`src/rtl/memr_pkg.sv`:
```
package memr_pkg;
  localparam int CALC_W = 32;
  typedef logic signed [CALC_W-1:0] calc_t;

  function automatic calc_t mag(input calc_t x);
    return (x < 0) ? -x : x;
  endfunction

  function automatic calc_t bound(input calc_t x, input calc_t lo, input calc_t hi);
    if (x > hi) return hi;
    if (x < lo) return lo;
    return x;
  endfunction
endpackage

```
`src/rtl/memr_drive.sv`:
```
module memr_drive
  import memr_pkg::*;
#(
  parameter int VW = 12
) (
  input  logic signed [VW-1:0] top_i,
  input  logic signed [VW-1:0] bot_i,
  output calc_t                v_o
);
  // device voltage: plain difference, sign-extended into the calc width
  assign v_o = calc_t'(top_i) - calc_t'(bot_i);
endmodule

```
`src/rtl/memr_slope.sv`:
```
module memr_slope
  import memr_pkg::*;
#(
  parameter int ALPHA = 1,
  parameter int BETA  = 20,
  parameter int VTH   = 100
) (
  input  calc_t v_i,
  output calc_t d_o
);
  localparam calc_t KA = calc_t'(ALPHA);
  localparam calc_t KB = calc_t'(BETA);
  localparam calc_t KT = calc_t'(VTH);

  // dR/dt from the absolute-value form; the bracket is always even
  function automatic calc_t slope(input calc_t v);
    calc_t bend;
    bend = mag(v + KT) - mag(v - KT);
    return KB * v + (((KA - KB) * bend) >>> 1);
  endfunction

  assign d_o = slope(v_i);
endmodule

```
`src/rtl/memr_integrator.sv`:
```
module memr_integrator
  import memr_pkg::*;
#(
  parameter int RW   = 16,
  parameter int SW   = 4,
  parameter int RMIN = 1000,
  parameter int RMAX = 60000,
  parameter int RRST = 30000
) (
  input  logic          clk,
  input  logic          rst_n,
  input  logic          init_i,
  input  logic [RW-1:0] rinit_i,
  input  logic          sample_valid_i,
  input  logic [SW-1:0] dt_shift_i,
  input  calc_t         d_i,
  output logic [RW-1:0] r_o,
  output logic          step_en_o,
  output logic          clip_hi_o,
  output logic          clip_lo_o
);
  localparam calc_t LO  = calc_t'(RMIN);
  localparam calc_t HI  = calc_t'(RMAX);
  localparam int    PAD = CALC_W - RW;

  logic [RW-1:0] r_q;
  logic [RW-1:0] r_nxt;
  calc_t         r_ext;
  calc_t         load_ext;
  calc_t         inc;
  calc_t         sum;

  function automatic logic [RW-1:0] to_res(input calc_t x);
    calc_t c;
    c = bound(x, LO, HI);
    return c[RW-1:0];
  endfunction

  assign r_ext     = calc_t'({{PAD{1'b0}}, r_q});
  assign load_ext  = calc_t'({{PAD{1'b0}}, rinit_i});
  assign inc       = d_i >>> dt_shift_i;   // dt = 2^-shift, floor rounding
  assign sum       = r_ext + inc;
  assign step_en_o = sample_valid_i && !init_i;
  assign clip_hi_o = step_en_o && (sum > HI);
  assign clip_lo_o = step_en_o && (sum < LO);

  always_comb begin
    r_nxt = r_q;
    if (init_i)         r_nxt = to_res(load_ext);
    else if (step_en_o) r_nxt = to_res(sum);
  end

  always_ff @(posedge clk or negedge rst_n) begin
    if (!rst_n) r_q <= RW'(RRST);
    else        r_q <= r_nxt;
  end

  assign r_o = r_q;
endmodule

```
`src/rtl/memristance_euler.sv`:
```
module memristance_euler
  import memr_pkg::*;
#(
  parameter int VW    = 12,
  parameter int RW    = 16,
  parameter int SW    = 4,
  parameter int ALPHA = 1,
  parameter int BETA  = 20,
  parameter int VTH   = 100,
  parameter int RMIN  = 1000,
  parameter int RMAX  = 60000,
  parameter int RRST  = 30000
) (
  input  logic                 clk,
  input  logic                 rst_n,
  input  logic                 init_i,
  input  logic [RW-1:0]        rinit_i,
  input  logic                 sample_valid_i,
  input  logic signed [VW-1:0] vte_i,
  input  logic signed [VW-1:0] vbe_i,
  input  logic [SW-1:0]        dt_shift_i,
  output logic [RW-1:0]        res_o
);
  calc_t v_w;
  calc_t d_w;
  logic  step_en_w;
  logic  clip_hi_w;
  logic  clip_lo_w;

  memr_drive #(.VW(VW)) drive_i (
    .top_i(vte_i),
    .bot_i(vbe_i),
    .v_o  (v_w)
  );

  memr_slope #(.ALPHA(ALPHA), .BETA(BETA), .VTH(VTH)) slope_i (
    .v_i(v_w),
    .d_o(d_w)
  );

  memr_integrator #(
    .RW(RW), .SW(SW), .RMIN(RMIN), .RMAX(RMAX), .RRST(RRST)
  ) integ_i (
    .clk           (clk),
    .rst_n         (rst_n),
    .init_i        (init_i),
    .rinit_i       (rinit_i),
    .sample_valid_i(sample_valid_i),
    .dt_shift_i    (dt_shift_i),
    .d_i           (d_w),
    .r_o           (res_o),
    .step_en_o     (step_en_w),
    .clip_hi_o     (clip_hi_w),
    .clip_lo_o     (clip_lo_w)
  );
endmodule

```
`config.mk`:
```
export PLATFORM = sky130hd
export DESIGN_NAME = memristance_euler
export DESIGN_NICKNAME = d
export VERILOG_FILES = /design/src/rtl/memr_pkg.sv /design/src/rtl/memr_drive.sv /design/src/rtl/memr_slope.sv /design/src/rtl/memr_integrator.sv /design/src/rtl/memristance_euler.sv
export SDC_FILE = /design/constraint.sdc
export NUM_CORES = 1
export LEC_CHECK = 0
export BUFFER_PORTS_ARGS = -buffer_cell sky130_fd_sc_hd__buf_2
export CELL_PAD_IN_SITES_DETAIL_PLACEMENT = 1
export CELL_PAD_IN_SITES_GLOBAL_PLACEMENT = 1
export CORE_UTILIZATION = 49
export CTS_BUF_LIST = sky130_fd_sc_hd__clkbuf_4 sky130_fd_sc_hd__clkbuf_8
export DETAILED_ROUTE_END_ITERATION = 8
export PLACE_DENSITY_LB_ADDON = 0.1
export SYNTH_ARGS = -nofsm -noshare
export SYNTH_HDL_FRONTEND = slang
export SYNTH_SLANG_ARGS = --single-unit
```
`constraint.sdc`:
```
create_clock -name clk -period 5.05 [get_ports clk]
set_input_delay 1.01 -clock clk [delete_from_list [all_inputs] [get_ports clk]]
set_output_delay 1.01 -clock clk [all_outputs]
set_load 0.05 [all_outputs]
```
==> flow_summary.toml, run 1 <==
[floorplanning]
die_h_um = 162
fp-row-count = 58
die_w_um = 162
start_util = 0.498
io_pins = 64

[logic_synthesis]
seq_area_frac_synth = 0.0327
ys_async_sr_fraction = 1.00
yosys-top-cells-area = "ha_1 22%, fa_1 9.3%, xnor2_1 6.0%"
yosys.area.top_type = "ha_1"
postSynthCellCount = 1655
synth-warning-count = 0
synth_area_um2 = 12500
avgSynthCellArea_um2 = 7.56
synthFlopType = "dfrtp_1"
synth_top_area_frac = 0.222
synth-edff-count = 0
synth_cell_types = 90
synth-seq-cells = 16

[run_status]
stop_stage = "detailed placement (3_5_place_dp)"
tool.error = "[ERROR DPL-0033] detailed placement checks failed during check placement."
status = "stopped before the end"

[placement]
place_congestion = 0.925
port_buffers = 63
dp_hpwl_um = 58100
## through the flow
step / setup WS, ns / instances / setup TNS (ns)
global placement: -9.95 / 2585 / -157.72
floorplan: -8.62 / 1691 / -136.56
## cells by family after synthesis
family,count (synthesis),synth area share
flip-flops,16,0.0327
multiplexers,46,0.0426
XOR/XNOR,136,0.0970
AND/OR/NAND/NOR,508,0.197
AO/OA/AOI/OAI,477,0.258
buffers and inverters,190,0.0577
adder cells (fa/ha/maj),280,0.315
other,2,0.000600
## cells in the mapped netlist (all sizes together), types with 9 or more instances
cell type,n
a21oi,130
ha,222
or2,18
a21boi,9
xnor2,87
o211ai,9
nor2,139
and2,18
xor2,48
o21ai,92
o21bai,11
a211oi,29
o21a,26
or3,14
nand3,34
o31ai,18
nand2,137
nor2b,19
inv,147
a21o,34
a211o,9
clkbuf,32
nand4,17
fa,58
dfrtp,9
and3,23
nor4,18
mux2i,33
nor3,38
buf,10
a31oi,20
==> run 2, diff against run 1 <==
Settings changed: CELL_PAD_IN_SITES_DETAIL_PLACEMENT 1 to not set, CELL_PAD_IN_SITES_GLOBAL_PLACEMENT 1 to not set, CORE_UTILIZATION 49 to 35, CTS_BUF_LIST sky130_fd_sc_hd__clkbuf_4 sky130_fd_sc_hd__clkbuf_8 to not set, PLACE_DENSITY_LB_ADDON 0.1 to 0.15.
==> flow_summary.toml, run 2 <==
[run]
drv_cap = 0

[sta]
rsz0062_at_grt = "yes"
final-hold-violation-count = 0
drv_slew = 0
fin_crit_ns = 14.36
layout_setup_ws_ns = -9.31
fin_crit_sh = 2.84
fin_skew_ns = 0.00505
setup_viol = 16
slew-limit-headroom = 0.529
tightest_slew_ns = 0.701
max_freq_ghz = 0.0697

[critical_path]
r2r-start = "integ_i.r_o[0]"
cp.required_ns = 5.24
end_kind = "flop"
start_kind = "input pin"
cp_common_cell = "buf_4"
reg2reg_depth = 22
critPathMaxStageDelay_ns = 0.50
endpoint = "integ_i.r_o[0]"
r2r-end = "integ_i.r_o[0]"
worstPathMaxFanout = 6
rrSetupSlack_ns = 0.74
path_class = "input pin to flop"
cp-startpoint = "vte_i[2]"
arrival_ns = 14.54
cp_slowest_cell = "mux4_2"

[detailed_routing]
detail_route.wl_per_cell_um = 14.1
drt_iter0_markers = 516
vias_per_cell = 5.10
first_pass_iters = 5
ant_nets = 0
vias = 14200
drt-total-wl_um = 39100
remaining_drc_errors = 0

[cts]
clock_path_buffers = 2
cts_tree = "built"
clk_pin_slew_ns = 0.05
insertion_delay_ns = 0.25
numCtsBuffers = 3
htreeDepth = 1
cts_num_sinks = 16
cts_root_buffer = "clkbuf_16"

[layout]
fin_util = 0.560
final_common_cell = "buf_4"
finalNonFillerCells = 2783
largest_reg_flops = 16
layout-drive-gt1-share = 0.396
final_cell_mix = "597 x buf_4, 195 x ha_1, 143 x inv_1"
nets = 2657
syn_to_final_growth_pct = 56.0
diodes = 0

[logic_synthesis]
yosys.area.top_type = "ha_1"
postSynthCellCount = 1655
yosys-top-cells-area = "ha_1 22%, fa_1 9.3%, xnor2_1 6.0%"
synth-edff-count = 0
synthFlopType = "dfrtp_1"
synth_common_cells = "222 x ha_1, 147 x inv_1, 139 x nor2_1, 137 x nand2_1, 130 x a21oi_1"
seq_area_frac_synth = 0.0327
synth_area_um2 = 12500
synth-seq-cells = 16
yosysMostFrequentCell = "ha_1"
synth_top_area_frac = 0.222
synth-warning-count = 0
ys_async_sr_fraction = 1.00
synth_cell_types = 90
avgSynthCellArea_um2 = 7.56

[placement]
dp_hpwl_um = 33400
place_congestion = 0.902
placed_cells = 2724
port_buffers = 63

[global_routing]
overflow = 0
grt_pass1_wl_um = 65000
grt_pass1_vias = 14200
grtUsageTotal = 0.211
antenna_found_initial = 0
grt_max_degree = 29

[floorplanning]
io_pins = 64
die_w_um = 191
fp.coreArea_um2 = 34900
dieArea_um2 = 36500
start_util = 0.359
fp-row-count = 68
die_h_um = 191

[run_status]
status = "complete, but fails checks"
violations = "negative setup slack"

[min_path]
min_path_type = "flop to flop"
[run 2: cell counts after synthesis]
No cell type changed its count.
[run 2: layout make-up]
type | count | area [µm²]
Tap cell | 455 | 569
Fill cell | 3326 | 15400
Sequential cell | 16 | 409
Timing Repair Buffer | 675 | 5060
Inverter | 148 | 571
Clock buffer | 4 | 88.8
Multi-Input combinational cell | 1485 | 12800
[run 2: through the flow]
stage | worst slack (ns) | instance area [µm²] | setup TNS [ns] | hold WS, ns
after global routing | -10.07 | 19500 | -159.68 | 0.536
after global placement | -10.07 | 18000 | -159.75 | 0.481
after CTS | -9.31 | 18900 | -147.93 | 0.496
after detailed placement | -10.24 | 18000 | -162.58 | 0.489
final | -9.31 | 19500 | -147.71 | 0.495
after floorplan | -8.62 | 13100 | -136.56 | 0.580
[run 2: how the worst min path moves through the flow]
| stage | startpoint | to | slack [ns] | cells past startpoint |
|---|---|---|---|---|
| 6_report | integ_i.r_o[5] | integ_i.r_o[5] | 0.49 | 2 |
| 2_1_floorplan | integ_i.r_o[5] | integ_i.r_o[5] | 0.58 | 2 |
| 5_1_grt | integ_i.r_o[5] | integ_i.r_o[5] | 0.54 | 2 |
| 4_1_cts | integ_i.r_o[5] | integ_i.r_o[5] | 0.50 | 2 |
| 3_5_place_dp | integ_i.r_o[5] | integ_i.r_o[5] | 0.49 | 2 |
| 3_3_place_gp | integ_i.r_o[5] | integ_i.r_o[5] | 0.48 | 2 |
[run 2: repair_timing]
action                     in CTS  in global routing
gates resized for setup        98                101
setup endpoints to repair      16                 16
hold buffers                    0                  0
hold endpoints to repair        0                  0
buffers inserted               38                 18
pin swaps                      78                 92
gates cloned                    1                  0
[run 2: cell families (layout without fill, tap and decap cells)]
group / after synthesis / after routing / share of synthesized area
AOI/OAI and AO/OA: 477 / 477 / 0.258
xor gates and xnor gates: 136 / 136 / 0.0970
adders and majority gates: 280 / 280 / 0.315
buffers and inverters: 190 / 827 / 0.0577
DFF: 16 / 16 / 0.0327
muxes: 46 / 46 / 0.0426
other: 2 / 38 / 0.000600
and+or+nand+nor: 508 / 508 / 0.197
[run 2: critical path: cells and delay by family]
kind | cells | cell delay [ns]
AOI/OAI and AO/OA | 31 | 4.89
adders and majority gates | 9 | 3.18
and+or+nand+nor | 15 | 2.53
buffers and inverters | 13 | 1.89
xor gates and xnor gates | 4 | 0.52
muxes | 1 | 0.50
[run 2: layer usage]
layer / track usage / share of wire / vias to the layer above
met5: 0 / 0 / -
met4: 0.0369 / 0.016 / 0
met3: 0.00826 / 0.018 / 46
met2: 0.398 / 0.51 / 192
met1: 0.265 / 0.45 / 6631
li1: - / - / 7335
Power of run 2 is not shown: default switching activity piles up to over one toggle a cycle in this logic, so the estimate is an artifact.
